==> src/rtl/sinc_pkg.sv <==
`timescale 1ns/1ps
package sinc_pkg;
  localparam int MAX_ORDER = 4;
  localparam int RATIO_STEP = 16;

  typedef enum logic {
    ORD_SINC3 = 1'b0,
    ORD_SINC4 = 1'b1
  } order_e;

  function automatic int max_ratio(input int fs_w);
    return RATIO_STEP * ((1 << fs_w) - 1);
  endfunction

  function automatic int acc_w(input int fs_w);
    return MAX_ORDER * $clog2(max_ratio(fs_w)) + 1;
  endfunction
endpackage

==> src/rtl/sinc_ctrl.sv <==
`timescale 1ns/1ps
module sinc_ctrl
  import sinc_pkg::*;
#(
  parameter int FS_W = 5,
  localparam int CNT_W = $clog2(max_ratio(FS_W))
) (
  input  logic            clk,
  input  logic            rst_n,
  input  logic            mod_en,
  input  logic            restart,
  input  logic            order_sel,
  input  logic [FS_W-1:0] fs_word,
  output logic            step,
  output logic            clr,
  output logic            fire,
  output logic            ord4,
  output logic            res_valid,
  output logic            settled
);
  logic [FS_W-1:0]  fs_q;
  order_e           ord_q;
  logic [CNT_W-1:0] cnt;
  logic [CNT_W-1:0] last_idx;
  logic             pend;
  logic [2:0]       outs;
  logic [2:0]       need;

  assign last_idx = CNT_W'({fs_q, 4'b0000}) - CNT_W'(1);
  assign need     = (ord_q == ORD_SINC4) ? 3'd4 : 3'd3;
  assign step     = mod_en & ~restart;
  assign clr      = restart;
  assign fire     = pend;
  assign ord4     = (ord_q == ORD_SINC4);

  always_ff @(posedge clk or negedge rst_n) begin
    if (!rst_n) begin
      fs_q      <= FS_W'(1);
      ord_q     <= ORD_SINC3;
      cnt       <= '0;
      pend      <= 1'b0;
      outs      <= '0;
      res_valid <= 1'b0;
      settled   <= 1'b0;
    end else if (restart) begin
      fs_q      <= (fs_word == '0) ? FS_W'(1) : fs_word;
      ord_q     <= order_e'(order_sel);
      cnt       <= '0;
      pend      <= 1'b0;
      outs      <= '0;
      res_valid <= 1'b0;
      settled   <= 1'b0;
    end else begin
      pend      <= 1'b0;
      res_valid <= pend;
      if (mod_en) begin
        if (cnt == last_idx) begin
          cnt  <= '0;
          pend <= 1'b1;
        end else begin
          cnt <= cnt + CNT_W'(1);
        end
      end
      if (pend) begin
        if (outs < need) outs <= outs + 3'd1;
        if ((outs + 3'd1) >= need) settled <= 1'b1;
      end
    end
  end

  // the sample counter never passes the end of its group
  p_cnt_range_r1: assert property (@(posedge clk) disable iff (!rst_n)
    cnt <= last_idx);

  // configuration moves only on restart
  p_cfg_hold_r2: assert property (@(posedge clk) disable iff (!rst_n)
    !restart |=> ($stable(fs_q) && $stable(ord_q)));

  // the strobe never lasts two cycles
  p_valid_pulse_r6: assert property (@(posedge clk) disable iff (!rst_n)
    res_valid |=> !res_valid);

  // settling is announced together with a result
  p_settle_rise_r5: assert property (@(posedge clk) disable iff (!rst_n)
    $rose(settled) |-> res_valid);

  // a restart leaves no strobe and no settled state behind
  p_restart_clear_r7: assert property (@(posedge clk) disable iff (!rst_n)
    restart |=> (!res_valid && !settled));
endmodule

==> src/rtl/sinc_integ.sv <==
`timescale 1ns/1ps
module sinc_integ #(
  parameter int W      = 37,
  parameter int STAGES = 4
) (
  input  logic                      clk,
  input  logic                      rst_n,
  input  logic                      step,
  input  logic                      clr,
  input  logic                      bit_in,
  output logic [STAGES-1:0][W-1:0]  acc
);
  for (genvar k = 0; k < STAGES; k++) begin : g_stage
    logic [W-1:0] q;
    logic [W-1:0] addend;
    if (k == 0) begin : g_first
      assign addend = W'(bit_in);
    end else begin : g_rest
      assign addend = acc[k-1];
    end
    always_ff @(posedge clk or negedge rst_n) begin
      if (!rst_n)    q <= '0;
      else if (clr)  q <= '0;
      else if (step) q <= q + addend;
    end
    assign acc[k] = q;
  end

  // without a sample strobe the running sums stay put
  p_hold_r8: assert property (@(posedge clk) disable iff (!rst_n)
    (!step && !clr) |=> $stable(acc));

  // a clear empties every running sum
  p_clear_r7: assert property (@(posedge clk) disable iff (!rst_n)
    clr |=> (acc == '0));
endmodule

==> src/rtl/sinc_comb.sv <==
`timescale 1ns/1ps
module sinc_comb #(
  parameter int W      = 37,
  parameter int STAGES = 4
) (
  input  logic         clk,
  input  logic         rst_n,
  input  logic         fire,
  input  logic         clr,
  input  logic         ord4,
  input  logic [W-1:0] tap_lo,
  input  logic [W-1:0] tap_hi,
  output logic [W-1:0] result
);
  logic [STAGES:0][W-1:0] w;

  assign w[0] = ord4 ? tap_hi : tap_lo;

  for (genvar k = 0; k < STAGES; k++) begin : g_stage
    logic [W-1:0] d;
    assign w[k+1] = w[k] - d;
    always_ff @(posedge clk or negedge rst_n) begin
      if (!rst_n)    d <= '0;
      else if (clr)  d <= '0;
      else if (fire) d <= w[k];
    end
  end

  always_ff @(posedge clk or negedge rst_n) begin
    if (!rst_n)    result <= '0;
    else if (clr)  result <= '0;
    else if (fire) result <= ord4 ? w[STAGES] : w[STAGES-1];
  end

  // the result word changes only when a result is produced
  p_result_hold_r6: assert property (@(posedge clk) disable iff (!rst_n)
    (!fire && !clr) |=> $stable(result));
endmodule

==> src/rtl/sinc_decim.sv <==
`timescale 1ns/1ps
module sinc_decim
  import sinc_pkg::*;
#(
  parameter int FS_W = 5,
  localparam int RES_W = acc_w(FS_W)
) (
  input  logic             clk,
  input  logic             rst_n,
  input  logic             bit_in,
  input  logic             mod_en,
  input  logic             order_sel,
  input  logic [FS_W-1:0]  fs_word,
  input  logic             restart,
  output logic [RES_W-1:0] result,
  output logic             result_valid,
  output logic             settled
);
  logic step, clr, fire, ord4;
  logic [MAX_ORDER-1:0][RES_W-1:0] acc;

  sinc_ctrl #(.FS_W(FS_W)) ctrl_i (
    .clk       (clk),
    .rst_n     (rst_n),
    .mod_en    (mod_en),
    .restart   (restart),
    .order_sel (order_sel),
    .fs_word   (fs_word),
    .step      (step),
    .clr       (clr),
    .fire      (fire),
    .ord4      (ord4),
    .res_valid (result_valid),
    .settled   (settled)
  );

  sinc_integ #(.W(RES_W), .STAGES(MAX_ORDER)) integ_i (
    .clk    (clk),
    .rst_n  (rst_n),
    .step   (step),
    .clr    (clr),
    .bit_in (bit_in),
    .acc    (acc)
  );

  sinc_comb #(.W(RES_W), .STAGES(MAX_ORDER)) comb_i (
    .clk    (clk),
    .rst_n  (rst_n),
    .fire   (fire),
    .clr    (clr),
    .ord4   (ord4),
    .tap_lo (acc[MAX_ORDER-2]),
    .tap_hi (acc[MAX_ORDER-1]),
    .result (result)
  );

  // once settled, only a restart can drop the flag
  p_settled_sticky_r5: assert property (@(posedge clk) disable iff (!rst_n)
    (settled && !restart) |=> settled);

  // all-zero history right after a restart gives a zero first result
  p_zero_after_clear_r3: assert property (@(posedge clk) disable iff (!rst_n)
    restart |=> (result == '0));
endmodule

==> config.mk <==
export PLATFORM = sky130hd
export DESIGN_NAME = sinc_decim
export DESIGN_NICKNAME = d
export VERILOG_FILES = /design/src/rtl/sinc_pkg.sv /design/src/rtl/sinc_ctrl.sv /design/src/rtl/sinc_integ.sv /design/src/rtl/sinc_comb.sv /design/src/rtl/sinc_decim.sv
export SDC_FILE = /design/constraint.sdc
export NUM_CORES = 1
export LEC_CHECK = 0
export BUFFER_PORTS_ARGS = -buffer_cell sky130_fd_sc_hd__buf_4
export CAP_MARGIN = 20
export CORE_UTILIZATION = 35
export DETAILED_ROUTE_END_ITERATION = 8
export PLACE_DENSITY_LB_ADDON = 0.05
export SLEW_MARGIN = 20
export SYNTH_ARGS = -nofsm -noshare
export SYNTH_HDL_FRONTEND = slang
export SYNTH_SLANG_ARGS = --single-unit
==> constraint.sdc <==
create_clock -name clk -period 17.6 [get_ports clk]
set_input_delay 3.52 -clock clk [delete_from_list [all_inputs] [get_ports clk]]
set_output_delay 3.52 -clock clk [all_outputs]
set_load 0.05 [all_outputs]
## Yosys cells after proc, flatten, opt, wreduce, memory -nomap -nowiden

Cells that the tools add are included.

- Divide/modulo/power cells: 0
- Multiply operators: 0
- Reduce and logical (&&, ||, !) cells: 8
- Magnitude comparators: 2
- Shifts and indexed selects: 0
- Muxes and demuxes: 35
- Eq/ne operators: 1
- Add/subtract/negate cells: 11
- Bitwise logic cells: 2

Operator list:

| kind | number |
|---|---|
| 2-to-1 mux 37 bit | 20 |
| subtractor 37 bit | 4 |
| adder 37 bit | 3 |
| adder 37 x 1 -> 37 bit | 1 |
| 2-to-1 mux 9 bit | 3 |
| 2-to-1 mux 3 bit | 4 |
| nonzero test 2 bit | 5 |
| adder 9 x 1 -> 9 bit, second input constant | 1 |
| equality test 9 bit | 1 |
| subtractor 9 x 1 -> 9 bit, second input constant | 1 |
| 2-to-1 mux 1 bit | 7 |
| zero test 5 bit | 1 |
| 2-to-1 mux 5 bit | 1 |
| AND reduction 2 bit | 2 |
| adder 3 x 1 -> 3 bit, second input constant | 1 |
| >= comparator 3 bit | 1 |
| less-than comparator 3 bit | 1 |
| AND 1 bit | 1 |
| inverter 1 bit | 1 |

- Memory bits (writable): 0
- Memories kept: 0
- Logic and storage cells: 75
- Flip-flop bits (word level): 354
- Input port bits: 11
- ROM bits: 0
- Latch bits: 0
- Output and inout bits: 39

## Longest topological paths before layout

Gate-level depths: netlist (run 1).

- Word-level depth: 8
- Mapped depth: 47
- Depth with buffers taken out: 44

## By module

Synthesis (run 1) repeated with hierarchy kept, for this count alone.

- Cells, all modules: 3,322
- Area, all modules: 28,541.1 µm²

By module, submodules not included:

| module | sequential area each (µm²) | area each (µm²) | cells an instance | instances |
|---|---|---|---|---|
| sinc_comb | 4,629.4 | 15,682.5 | 1,850 | 1 |
| sinc_integ | 3,703.6 | 11,538.6 | 1,340 | 1 |
| sinc_ctrl | 526.8 | 1,320.0 | 132 | 1 |

## Least setup slack after synthesis (run 1)

No wires, ideal clock.

- Path type: register to register
- Start: register ctrl_i.ord_q, in the netlist ctrl_i.ord4
- End: register comb_i.result[35]
- Stages on the path, launching flop included: 42
- Slack: 8.871 ns
- Buffers on the path: 3
- Period minus slack after synthesis: 8.729 ns
- Library setup time: 0.094 ns
- Required time: 17.506 ns
- Arrival: 8.635 ns
- Cell sequence: dfrtp_1 > clkbuf_1 > buf_1 > clkbuf_1 > mux2i_1 > ha_1 > inv_1 > fa_1 > a211oi_1 > o21ai_0 > a32o_1 > nor2_1 > nor2_1 > nor2_1 > xnor2_1 > ha_1 > nand4_1 > nor2_1 > (+6 left out) > xnor2_1 > ha_1 > a21o_1 > a21o_1 > a2111oi_2 > o21bai_1 > a221o_1 > a2111oi_4 > xnor2_1 > ha_1 > o21ai_0 > nand2b_1 > and3_1 > a311o_1 > a211oi_1 > xnor2_1 > mux2i_1 > a211oi_1

- Word-level cells in the longest chain between the ends: 8

RTL lines:

| item | RTL line | source |
|---|---|---|
| start: declaration | sinc_ctrl.sv:22 | `order_e ord_q;` |
| start signal: assignment | sinc_ctrl.sv:47 | `ord_q <= order_e'(order_sel);` |
| 2-to-1 mux 37 bit | sinc_comb.sv:17 | `assign w[0] = ord4 ? tap_hi : tap_lo;` |
| subtractor 37 bit (4 in a row) | sinc_comb.sv:21 | `assign w[k+1] = w[k] - d;` |
| 2-to-1 mux 37 bit (*) (2 in a row) | sinc_comb.sv:32 | `else if (fire) result <= ord4 ? w[STAGES] : w[STAGES-1];` |
| 2-to-1 mux 37 bit (*) | sinc_comb.sv:31 | `else if (clr) result <= '0;` |
| end signal: assignment | sinc_comb.sv:32 |  |
| end: declaration | sinc_comb.sv:13 | `output logic [W-1:0] result` |

Mark *: on every way between the ends. The rest lies on a longest branch, timed or not. The select of a mux whose other input is x is not followed.
A chain may end at the register's enable or synchronous reset.

## Worst setup path in the final report (run 1)

Same ends and word-level chain as after synthesis.

==> results summary, run 1 <==
After legalization and detailed placement, the total HPWL measured roughly 52000 um. The via count of the first global-routing pass is roughly 23000. The cell count after synthesis came out at 3244.

The tightest slew margin relative to the limit came out at between 20% and 30%. The minimum period implied by the final worst setup slack came out at between 9 and 10 ns. The worst hold path terminates at ctrl_i.settled.

The longest individual stage delay on the worst path came out at between 0.9 and 1 ns. Hold repair after CTS inserted 0 buffers. The path class of the tightest hold or removal check is reg -> reg. The number of placement rows is ~100.

The remaining design rule violation count came out at 0. The count of routing violations after the opening detailed-route iteration is 855. Summed over all layers, the global routing overflow is 0. The die boundary height came out at between 200 and 300 um. The critical-path cell with the highest stage delay is sky130_fd_sc_hd__a2111oi_0. The number of register bits inferred by synthesis came out at roughly 350. For this run, the top clock speed supported by timing is 103.0 MHz. Across all register-to-register paths, the minimum setup slack is 7.89 ns. The first global-routing pass estimated roughly 120000 um of wire. The count of input and output buffers came out at just under 50.

The required time of the worst setup path is 18.08 ns. The clock sink count came out at about 350. TritonCTS built the clock tree. The kind of start point of the critical path is a flop.

The maximum number of pins on one net before global-route repair came out at between 100 and 150. The post-cts gate resize count came out at 0. The setup TNS is 0 ns. The number of nets produced by synthesis came out at between 3000 and 4000. Relative to the synthesized area, the layout overhead comes to 10.88%.

The final design area excluding fillers came out at roughly 30000 sq um. The area enclosed by the die boundary is ~80000 sq um. The number of max-cap violations came out at 0. The slew at the pin closest to its max-slew limit is around 1.2 ns.

The final clock period utilization by the worst path came out at between 50% and 60%. The startpoint of the lowest-slack register-to-register path is ctrl_i.ord4. The number of nets at the end of the flow is 3517. Summing all multi-input logic gate instances after layout gives about 18000 sq um. Along the worst path, the maximum fanout reaches 38.

Counting flops with a built-in enable in the synthesized netlist gives 0. After synthesis, the share of flip-flops with an asynchronous set or reset is between 90% and 100%. The total via count after detailed routing is between 20000 and 25000. The final number of setup-violating endpoints is 0. At the end of routability-driven placement, the weighted congestion stood at ~0.83. The kind of cell adding the most delay to the critical path is compound AO/OA/AOI/OAI gates. The maximum level of the CTS H-tree is 2.

The share of cells above drive strength 1 came out at under 10%. The number of antenna repair diodes came out at 0. The count of fill cells added during filler insertion is 7977. The synthesized design spends more area on one cell type than any other, namely sky130_fd_sc_hd__dfrtp_1. The clock-pin slew on the worst setup and hold paths came out at around 0.060 ns. The cell area after synthesis came out at approximately 28000 sq um. The most frequent cell after synthesis is sky130_fd_sc_hd__nor2_1. The leakage power is roughly 14 nW. The synthesized area per cell is about 8.6 sq um. By count the netlist is led by 431 x sky130_fd_sc_hd__nor2_1, 353 x sky130_fd_sc_hd__dfrtp_1, 265 x sky130_fd_sc_hd__ha_1.

In this run the clock root is driven by a sky130_fd_sc_hd__clkbuf_16. The sequential area share after synthesis is 31.81%. The number of buffers added for setup after CTS is 0.

The vias per cell is between 5 and 6. Summing all placed instances gives a cell area of a little under 30000 sq um. The origin of the worst min-delay path is ctrl_i.settled.

Setup repair after global routing left no endpoint under its margin. Measured in cells, the most critical reg-to-reg path has a length of 36. The count of synthesis-stage warnings from yosys is 0.

In this run the standard cell core region covers roughly 79000 sq um. The post-synthesis cell type count came out at 84. The final antenna-violating net count is 0. The data arrival at the endpoint of the critical path is roughly 10 ns.

The final number of max-transition violations came out at 0. Global routing consumed, over all layers together, around 18% of the routing resources. The proportion of netlist area held by the largest area contributor is a little under a third. Dividing total power by cell area gives a power density of 149.4 nW/um^2. The largest clock skew in the final design is about 0.027 ns. The path type of the worst setup path is reg -> reg. The first TritonRoute pass finished after 5 iterations. Summing all flip-flop and latch instances after layout gives just under 9000 sq um.

The total count of hold-check failures in the final report came out at 0. In this run the critical register-to-register path is captured at comb_i.result[35]. The number of antenna violations at the first check in global routing was 0. The starting utilization of the core area is a little over a third. At the later pin of the worst-skew pair, clock insertion delay measures a little under 0.6 ns. For this design the top-level I/O count stands at 50. The average wire per standard cell came out at roughly 17 um. In the post-synthesis netlist, the biggest area contributors are sky130_fd_sc_hd__dfrtp_1 32%, sky130_fd_sc_hd__ha_1 12%, sky130_fd_sc_hd__nor2_1 5.8%. The highest ir drop seen on vdd is 0.0001050 V.

The buffer levels on the longest clock path is 3. The cell count of the worst hold path is 2. Summed over all layers, the routed wires come to 72910 um. The die is 284.1 um wide. The flow ran to the end, and the final reports show no timing, DRC or antenna violations.

The CTS buffer count came out at 48. The capturing element type of the critical path is a flop. The dominant synthesized flop cell is sky130_fd_sc_hd__dfrtp_1. The worst path buffer plus inverter count came out at 1.
==> tightest hold or removal path, stage by stage (launching register included) <==
cell	delay [ns]
sky130_fd_sc_hd__dfrtp_1	0.35
sky130_fd_sc_hd__a21oi_1	0.04
sky130_fd_sc_hd__nor2_1	0.07
==> flip-flops by register name, indices dropped and copies added, names as in the netlist, 3 cells and up <==
name and cells:
ctrl_i.outs 3, ctrl_i.cnt 9, comb_i.result 37, integ_i.g_stage.q 148
ctrl_i.fs_q 5, comb_i.g_stage.d 148
==> metrics by stage <==
stage / util, % / hold WS, ns / worst slack (ns) / cells / power [mW]
after global placement: 37.08 / 0.4838 / 7.901 / 4234 / 3.620
after global routing: 39.15 / 0.5371 / 7.115 / 4322 / 5.009
after floorplan: - / 0.4565 / 8.871 / 3244 / 3.017
final: 39.15 / 0.5009 / 7.887 / 4322 / 4.612
after CTS: 39.15 / 0.5075 / 7.806 / 4322 / 4.664
after detailed placement: 37.08 / 0.4944 / 7.889 / 4234 / 3.621
==> cells by family (layout without fill, tap and decap cells) <==
family	after synthesis	in the layout	synth area share, %
muxes	193	193	7.112
xor gates and xnor gates	261	261	8.258
adders and majority gates	272	272	12.41
DFF	354	354	31.81
and+or+nand+nor	917	917	14.76
buffers and inverters	342	370	4.641
AOI/OAI and AO/OA	905	905	21.00
==> how the worst max path moves through the flow <==
stage	to	depth (start not counted)	slack, ns	start
5_1_grt	comb_i.result[35]	38	7.11	ctrl_i.ord4
4_1_cts	comb_i.result[35]	38	7.81	ctrl_i.ord4
6_report	comb_i.result[35]	36	7.89	ctrl_i.ord4
3_3_place_gp	comb_i.result[35]	36	7.90	ctrl_i.ord4
3_5_place_dp	comb_i.result[35]	38	7.89	ctrl_i.ord4
2_1_floorplan	comb_i.result[35]	41	8.87	ctrl_i.ord4
==> layout make-up <==
class | instances | share of cell area, %
sequential | 354 | 28.72
clock inverter | 11 | 0.3850
multi-input combinational | 2548 | 57.35
timing repair buffer | 65 | 1.751
clock buffer | 77 | 4.899
inverter | 217 | 2.642
tap | 1050 | 4.255
==> placed cells by master (no fill, tap or decap), drive strengths merged, types with 16 or more instances in the layout <==
cell type and n:
mux2i 154, dfrtp 353, a21oi 255, nand4 23
clkbuf 77, xnor2 165, a31oi 20, nand2 198
nor3 35, mux2 39, ha 265, a21o 146
and3 31, a311oi 16, nand3 57, buf 65
a211oi 97, nand2b 32, nor2b 35, xor2 95
o21bai 45, nor2 431, inv 216, or3 17
o21ai 185, o31ai 17, o21a 29
==> layer usage <==
layer  track usage [%]  up-vias  share of wire (%)
met5                 0        -                  0
met4             5.981        0                3.0
met3             2.103      128                2.5
met2             31.55      243                 48
met1             22.83    10651                 47
li1                  -    11452                  -
==> power breakdown <==
part | internal, mW | switching, mW
registers | 0.819 | 0.00820
logic | 1.15 | 1.64
clock network | 0.614 | 0.387
total | 2.58 | 2.03
No activity file was read; power rests on OpenSTA's default activity.
==> run 2, diff against run 1 <==
==> constraint.sdc (replaced) <==
create_clock -name clk -period 10 [get_ports clk]
set_input_delay 2 -clock clk [delete_from_list [all_inputs] [get_ports clk]]
set_output_delay 2 -clock clk [all_outputs]
set_load 0.05 [all_outputs]
==> results summary, run 2 (synthesis gave the netlist of run 1 again) <==
Outcome: finished, final reports clean (unchanged). The average wire per standard cell is 16.44 um (was 16.87 um). The maximum number of pins on one net before global-route repair came out at 150 (was 148). The master cell of the clock root buffer is sky130_fd_sc_hd__clkbuf_16 (unchanged).

The leakage power is 14.17 nW (was 14.22 nW). The placed wire-length estimate is 51410 um (was 52300 um). The final weighted congestion of routability-driven global placement came out at 0.8542 (was 0.8299).

The top fanout value on the critical path came out at 6 (was 38). The net switching power figure is 3.588 mW (was 2.033 mW). The final antenna-violating net count is 0 (unchanged). The insertion delay of the later-clocked pin in the worst-skew pair came out at 0.59 ns (about the same). Most frequent cells in the layout: 428 x sky130_fd_sc_hd__nor2_1, 351 x sky130_fd_sc_hd__dfrtp_1, 265 x sky130_fd_sc_hd__ha_1, 253 x sky130_fd_sc_hd__a21oi_1, 216 x sky130_fd_sc_hd__inv_1 (unchanged).

The clock network fraction of total power is 20.7% (was 21.7%). The final core utilization is 39.05% (was 39.15%). The worst setup margin came out at 0.6672 ns (was 7.887 ns).

The post-cts gate resize count was 0 (unchanged). The buffer levels on the longest clock path came out at 3 (unchanged). The tightest slew margin relative to the limit came out at 33.95% (was 20.82%). Largest regs: comb_i.g_stage.d x148, integ_i.g_stage.q x148, comb_i.result x37 (unchanged). The final number of setup-violating endpoints is 0 (unchanged).

The number of nets at the end of the flow is 3522 (was 3517). The setup TNS is 0 ns (unchanged). The power per standard cell area is 261.9 nW/um^2 (was 149.4 nW/um^2). The clock sink count came out at 354 (unchanged). The count of input and output buffers came out at 49 (unchanged). The area added between synthesis and finish came out at 10.60% (was 10.88%).

The longest individual stage delay on the worst path came to 0.78 ns (was 0.93 ns). The combined global-route utilization of all metal layers is 17.68% (was 17.99%). The required time of the worst setup path is 10.48 ns (was 18.08 ns). The via count of the first global-routing pass came out at 22960 (was 23121).

The share of total power in combinational logic came out at 61.3% (was 60.4%). The area enclosed by the die boundary came out at 80700 sq um (unchanged). The number of buffers added to fix hold violations after cts is 0 (unchanged). The die boundary height is 284.1 um (unchanged). The data arrival at the endpoint of the critical path was 9.81 ns (was 10.19 ns). The switching portion of total power is 44.48% (was 44.09%). The most frequent standard cell in the layout excluding fill and tap cells is sky130_fd_sc_hd__nor2_1 (unchanged). The share of cells above drive strength 1 is 6.445% (was 6.693%). The worst reg-to-reg setup slack came out at 0.67 ns (was 7.89 ns). The path type of the worst setup path is reg -> reg (unchanged). The smallest hold slack came to 0.4958 ns (was 0.5009 ns).

The global-route wire length before repair came out at 118400 um (was 120400 um). The post-placement setup slack came out at 0.6442 ns (was 7.889 ns). The classification of the worst-slack hold path was reg -> reg (unchanged). The area inside the core boundary is 78870 sq um (unchanged).

The highest achievable clock rate came to 107.1 MHz (was 103.0 MHz). The capturing element type of the critical path is a flop (unchanged). The minimum period implied by the final worst setup slack came out at 9.333 ns (was 9.713 ns). The share of power burned in registers came out at 18.0% (was 17.9%).

The total count of hold-check failures in the final report came out at 0 (unchanged). The highest ir drop seen on vdd is 0.0001718 V (was 0.0001050 V). The number of antenna repair diodes came out at 0 (unchanged). The critical-path cell with the highest stage delay is sky130_fd_sc_hd__a2111oi_0 (unchanged). The number of top-level design ports came out at 50 (unchanged). The maximum level of the CTS H-tree was 2 (unchanged).

Setup repair after global routing missed its margin: false (unchanged). The count of routing violations after the opening detailed-route iteration came out at 1047 (was 855). The total power draw is 8.067 mW (was 4.612 mW). The CTS buffer count is 49 (was 48). The leftover overflow at the end of global routing is 0 (unchanged). The TritonCTS clock tree is done (unchanged). The sum of routed wire length over all layers is 71080 um (was 72910 um).

The number of max-cap violations came out at 0 (unchanged). The kind of start point of the critical path is a flop (unchanged). The remaining design rule violation count came out at 0 (unchanged).

The total via count after detailed routing came out at 22428 (was 22474). The vias per cell came out at 5.187 (was 5.200). The largest clock skew in the final design came out at 0.02522 ns (was 0.02687 ns). The detailed-routing iteration count for the pre-antenna-repair pass is 6 (was 5). The final number of max-transition violations is 0 (unchanged).

The x dimension of the die came out at 284.1 um (unchanged). The cell-internal power came out at 4.479 mW (was 2.579 mW). The slew at the pin closest to its max-slew limit is 0.9658 ns (was 1.158 ns). The number of antenna violations at the first check in global routing is 0 (unchanged). The final clock period utilization by the worst path came out at 93.33% (was 55.19%). The number of buffers added for setup after CTS is 0 (unchanged). The clock-pin slew on the worst setup and hold paths is 0.06 ns (about the same). The starting utilization of the core area is 35.31% (unchanged).

The number of placement rows was 103 (unchanged).
==> run 2: changes by cell type in the layout (fill, tap and decap cells not counted), sizes merged <==
cell,delta
clkinv,-3
clkbuf,+3
buf,+4
bufinv,-1
clkinvlp,-1
==> run 2: through the flow <==
stage	area [sq um]	instances
detailed placement	29280	4238
CTS	30800	4324
floorplan	27850	3244
global route	30800	4324
global placement	29280	4238
finish	30800	4324
==> run 2: final timing paths <==
check | start | to | depth (start not counted)
worst max-delay path | ctrl_i.ord4 | comb_i.result[35] | 37
worst min-delay path | ctrl_i.settled | ctrl_i.settled | 2
worst max register to register | ctrl_i.ord4 | comb_i.result[35] | 37
worst min register to register | ctrl_i.settled | ctrl_i.settled | 2
max in group asynchronous | rst_n | integ_i.g_stage[1].q[23] | 2
min in group asynchronous | rst_n | comb_i.result[16] | 1
==> run 2: layer usage <==
metal	part of all wire (%)	global-route usage (%)
met3	2.4	1.934
met5	0	0
met2	47	30.68
met4	3.0	5.847
met1	47	22.79
==> run 2: critical path: cells and delay by family, from the launching register on <==
family | cells | cell delay (ns)
buffers and inverters | 2 | 0.30
multiplexers | 2 | 0.32
flip-flops | 1 | 0.52
AO/OA/AOI/OAI | 15 | 4.44
XOR/XNOR | 4 | 0.73
AND/OR/NAND/NOR | 9 | 1.19
adder cells (fa/ha/maj) | 5 | 1.72
==> run 2: layout make-up <==
type / instances / area (sq um)
Sequential cell: 354 / 8867
Fill cell: 8022 / 48070
Inverter: 217 / 815.8
Clock inverter: 6 / 66.31
Multi-Input combinational cell: 2548 / 17710
Tap cell: 1050 / 1314
Timing Repair Buffer: 69 / 574.3
Clock buffer: 80 / 1454
==> run 2: power groups by stage <==
stage / Sequential (mW) / Combinational, mW / Clock [mW]
floorplan: 1.47 / 3.84 / 0
global placement: 1.48 / 4.94 / 0
detailed placement: 1.48 / 4.95 / 0
CTS: 1.45 / 4.97 / 1.75
global route: 1.45 / 5.53 / 1.80
finish: 1.45 / 4.94 / 1.67
